<file path="src/rtl/xsync_pkg.sv">
package xsync_pkg;

    // Checker control states
    typedef enum logic [1:0] {
        ST_FILL  = 2'd0,
        ST_TRACK = 2'd1,
        ST_FAULT = 2'd2
    } chk_state_e;

    // Widths of the composite trigger number fields
    localparam int TRIG_TURN_W  = 16;
    localparam int TRIG_BUNCH_W = 8;
    localparam int TRIG_W       = TRIG_TURN_W + TRIG_BUNCH_W;

endpackage

</file>
<file path="src/rtl/xsync_check_fsm.sv">
module xsync_check_fsm
    import xsync_pkg::*;
#(
    parameter int NUM_W  = 24,
    parameter int ACC_W  = 32,
    parameter int MISS_W = 8
) (
    input  logic              clk,
    input  logic              rst,
    input  logic              filled,
    input  logic              accept,
    input  logic [NUM_W-1:0]  trig_num,
    input  logic [NUM_W-1:0]  expected,
    input  logic              err_clear,
    output logic              sync_error,
    output logic [ACC_W-1:0]  accept_count,
    output logic [MISS_W-1:0] mismatch_count
);

    localparam logic [MISS_W-1:0] MISS_MAX = '1;

    chk_state_e state_q, state_d;
    logic       cmp_fail;

    assign cmp_fail = accept && filled && (trig_num != expected);

    // Next-state logic
    always_comb begin
        state_d = state_q;
        unique case (state_q)
            ST_FILL: begin
                if (cmp_fail)    state_d = ST_FAULT;
                else if (filled) state_d = ST_TRACK;
            end
            ST_TRACK: begin
                if (cmp_fail)    state_d = ST_FAULT;
            end
            ST_FAULT: begin
                if (!cmp_fail && err_clear) state_d = ST_TRACK;
            end
            default: state_d = ST_FILL;
        endcase
    end

    // State register
    always_ff @(posedge clk) begin
        if (rst) state_q <= ST_FILL;
        else     state_q <= state_d;
    end

    // Output counters
    always_ff @(posedge clk) begin
        if (rst) begin
            accept_count   <= '0;
            mismatch_count <= '0;
        end else begin
            if (accept)
                accept_count <= accept_count + 1'b1;
            if (cmp_fail && mismatch_count != MISS_MAX)
                mismatch_count <= mismatch_count + 1'b1;
        end
    end

    assign sync_error = (state_q == ST_FAULT);


    accept_step_chk: assert property (@(posedge clk) disable iff (rst)
        accept |=> (accept_count == $past(accept_count) + 1'b1));


    unarmed_quiet_chk: assert property (@(posedge clk) disable iff (rst)
        (!filled && !sync_error) |=> !sync_error);


    error_sticky_chk: assert property (@(posedge clk) disable iff (rst)
        (sync_error && !err_clear) |=> sync_error);


    miss_saturate_chk: assert property (@(posedge clk) disable iff (rst)
        (mismatch_count == MISS_MAX) |=> (mismatch_count == MISS_MAX));


    miss_vs_clear_chk: assert property (@(posedge clk) disable iff (rst)
        (err_clear && !accept) |=> $stable(mismatch_count));

endmodule

</file>
<file path="config.mk">
export PLATFORM = sky130hd
export DESIGN_NAME = xsync_check_fsm
export DESIGN_NICKNAME = d
export VERILOG_FILES = /design/src/rtl/xsync_pkg.sv /design/src/rtl/xsync_check_fsm.sv
export SDC_FILE = /design/constraint.sdc
export NUM_CORES = 1
export LEC_CHECK = 0
export CELL_PAD_IN_SITES_DETAIL_PLACEMENT = 1
export CELL_PAD_IN_SITES_GLOBAL_PLACEMENT = 2
export CORE_MARGIN = 1
export CORE_UTILIZATION = 24
export DETAILED_ROUTE_END_ITERATION = 7
export PLACE_DENSITY = 0.91
export SLEW_MARGIN = 15
export SYNTH_ARGS = -nofsm -noshare
export SYNTH_HDL_FRONTEND = slang
export SYNTH_SLANG_ARGS = --single-unit
</file>
<file path="constraint.sdc">
create_clock -name clk -period 2.2 [get_ports clk]
set_input_delay 0.44 -clock clk [delete_from_list [all_inputs] [get_ports clk]]
set_output_delay 0.44 -clock clk [all_outputs]
set_load 0.03 [all_outputs]
</file>
==> flow_metrics.py <==
metrics = {
    "timing": {
        "max_freq_mhz": 477,
        "max_slew.worst_pin.slew_ns": 0.398,
        "slew_headroom_pct": 73.3,
        "fin_setup_tns_ns": 0,
        "final.hold.worst_slack_ns": 0.515,
        "period_share_pct": 95.2,
        "unrepaired_setup_endpoints_after_global_routing": "false",
        "final_critical_path_setup_slack_ns": 0.106,
        "final_critical_path_required_period_ns": 2.09,
        "timing.final.setup_violations": 0,
        "timing.final.hold_violations": 0,
        "final_max_slew_viol_count": 0,
        "worst_clock_skew_ns": 0.00982,
    },
    "synth": {
        "synth-edff-count": 0,
        "yosysMostFrequentCell": "sky130_fd_sc_hd__dfxtp_1",
        "post_synth_xor_area_fraction_pct": 17.1,
        "multiplexer_share_of_the_synthesized_area_pct": 4.88,
        "synth.net_count": 316,
        "netlist.area_leader.share_pct": 37.3,
        "fraction_of_the_mapped_netlist_area_in_compound_gates_pct": 7.66,
        "synthesis.area_sq_um": 2250,
        "main_combinational_cell_family_by_area_after_synthesis": "simple AND/OR/NAND/NOR gates",
        "synth_simple_gate_area_share_pct": 29.6,
        "yosysWarnings": 0,
        "synth.cells.most_frequent": "sky130_fd_sc_hd__dfxtp_1 (42), sky130_fd_sc_hd__xnor2_1 (36), sky130_fd_sc_hd__nor2_1 (34), sky130_fd_sc_hd__a21oi_1 (18), sky130_fd_sc_hd__nand4_1 (15)",
        "yosys.area.top_type": "sky130_fd_sc_hd__dfxtp_1",
        "synthDistinctLibCells": 34,
        "post_synth_adder_cell_area_pct": 1.11,
        "netlist_instances": 261,
        "cell_types_occupying_the_most_area_after_synthesis": "sky130_fd_sc_hd__dfxtp_1 (37%), sky130_fd_sc_hd__xnor2_1 (14%), sky130_fd_sc_hd__nor2_1 (5.7%)",
        "yosys_most_used_dff": "sky130_fd_sc_hd__dfxtp_1",
        "synth-seq-area-share_pct": 37.3,
        "avgSynthCellArea_sq_um": 8.64,
        "ys_async_sr_fraction_pct": 0,
        "yosys_register_bits": 42,
    },
    "cts": {
        "cts.path.max_buffers": 2,
        "clock_latency_ns": 0.29,
        "cts_hold_buffers": 0,
        "cts_made_buffers": 5,
        "cts.sink_count": 42,
        "cts_root_buffer": "sky130_fd_sc_hd__clkbuf_8",
        "cts_resized": 0,
        "cts_post_setup_buffers_inserted": 0,
        "clk_pin_slew_ns": 0.08,
        "tritoncts_clock_tree": "done",
        "htree_num_levels": 2,
    },
    "global_routing": {
        "grt.overflow.total": 0,
        "number_of_global_route_vias_before_repair": 2428,
        "pin_count_of_the_biggest_net_entering_global_routing": 52,
        "antenna_found_initial": 0,
        "first_pass_grt_wire_length_um": 11200,
        "globalRouteTotalUtil_pct": 14.1,
    },
    "worst_setup_path": {
        "capturing_element_type_of_the_critical_path": "register",
        "critPathLaunchType": "primary input",
        "worstPathRequired_ns": 2.39,
        "crit_arrival_ns": 2.28,
        "critPathMaxStageDelay_ns": 0.53,
        "criticalPathCategory": "primary input to register",
        "cp_cell_sequence": "clkdlybuf4s50_1 -> and4_4 -> nand3_4 -> or4b_4 -> nor2_1 -> mux2_2",
        "critPathSlowestCell": "sky130_fd_sc_hd__or4b_4",
        "path_max_fanout": 7,
    },
    "final_layout": {
        "areaGrowthSynthToFinish_pct": 55.8,
        "finish.net_count": 426,
        "layout-drive-gt1-share_pct": 11.3,
        "antenna_cells_inserted": 0,
        "post_route_non_filler_standard_cell_count": 482,
    },
    "flow_run": {
        "timing.max_cap.violations": 0,
    },
    "placement": {
        "portBuffers": 93,
        "pre_cts_slack_ns": -0.211,
        "detailed_place_hpwl_um": 5290,
        "finalWeightedCongestion": 0.783,
        "dp_cells": 475,
    },
    "pwr": {
        "power.leakage_nw": 1.18,
        "ir_worst_vdd_mv": 0.190,
        "power_density_nw_per_um2": 426,
    },
    "drt": {
        "drt_first_iter_violations": 60,
        "detailed_routing_iteration_count_for_the_pre_antenna_repair_pass": 4,
        "drc": 0,
        "vias": 2279,
        "viasPerCell": 4.73,
        "drtAntennaViolNets": 0,
        "drt-wirelength-per-cell_um": 13.7,
        "routed_wirelength_um": 6620,
    },
    "floorplanning": {
        "die_h_um": 98.9,
        "initial_core_util_pct": 24.6,
        "die_area_sq_um": 9790,
        "core.rowCount": 35,
        "chipWidth_um": 98.9,
        "core-area_sq_um": 9150,
        "floorplan.io_pins": 94,
    },
    "run_status": {
        "run_status": "finished clean",
    },
    "worst_hold_path": {
        "hold_path.class": "register to register",
    },
}
through the flow:
stage	cell area, sq um	power (W)	utilization [%]
floorplan	2260	0.000891	-
global placement	3430	0.00102	37.5
detailed placement	3430	0.00103	37.5
CTS	3510	0.00153	38.4
global route	3510	0.00158	38.4
finish	3510	0.00150	38.4
cell type report:
cell class	instances	area, sq um
repair buffers	109	1060
flip-flops and latches	42	843
clock buffers	6	72.6
well taps	111	139
clock inverters	1	7.51
inverters	7	26.3
fillers	1068	5640
multi-input cells	206	1360
placed cells by master, fill, tap and decap left out, drive strengths merged, types with 8 or more instances in the layout:
cell type,n
nand3,13
nand2,12
dfxtp,42
mux2,8
nor2,34
nand4,15
nor2b,10
o21ai,10
xnor2,36
xor2,8
clkdlybuf4s50,93
a21oi,18
buf,16
or3,10
cell families (layout without fill, tap and decap cells):
| logic type | after synthesis | in the layout |
|---|---|---|
| AND/OR/NAND/NOR | 118 | 118 |
| XOR/XNOR | 44 | 44 |
| flip-flops | 42 | 42 |
| AO/OA/AOI/OAI | 32 | 32 |
| buffers and inverters | 13 | 123 |
| multiplexers | 10 | 10 |
| adder cells (fa/ha/maj) | 2 | 2 |
sequential cells by signal, indices dropped and copies added, names as in the netlist:
register,count
state_q,2
mismatch_count,8
accept_count,32
layer usage:
layer / GRT usage [%] / vias to the layer above / routed length [um] / part of all wire, %
met4: 2.76 / 0 / 42 / 0.63
met2: 27.1 / 52 / 3460 / 52
met3: 3.33 / 6 / 344 / 5.2
met1: 15.6 / 1098 / 2780 / 42
met5: 0 / - / 0 / 0
li1: - / 1123 / - / -
report_power, final:
| group | switching (W) | leakage, nW | internal, W |
|---|---|---|---|
| logic | 0.0000861 | 0.803 | 0.000145 |
| clock network | 0.000268 | 0.0373 | 0.000218 |
| registers | 0.0000110 | 0.340 | 0.000769 |
path summary, 6_finish.rpt:
path                                 start                       endpoint  slack (ns)  cells past startpoint
max                                 accept  accept_count[30]$_SDFFE_PP0P_        0.11                      6
min          accept_count[31]$_SDFFE_PP0P_  accept_count[31]$_SDFFE_PP0P_        0.51                      2
max reg2reg   accept_count[0]$_SDFFE_PP0P_  accept_count[30]$_SDFFE_PP0P_        0.16                      6
min reg2reg  accept_count[31]$_SDFFE_PP0P_  accept_count[31]$_SDFFE_PP0P_        0.51                      2
worst max-delay path, delay by kind of cell:
kind	cells	cell delay, ns
buf+inv	1	0.49
simple gates	4	1.01
mux	1	0.34
(Power assumes the default switching activity.)
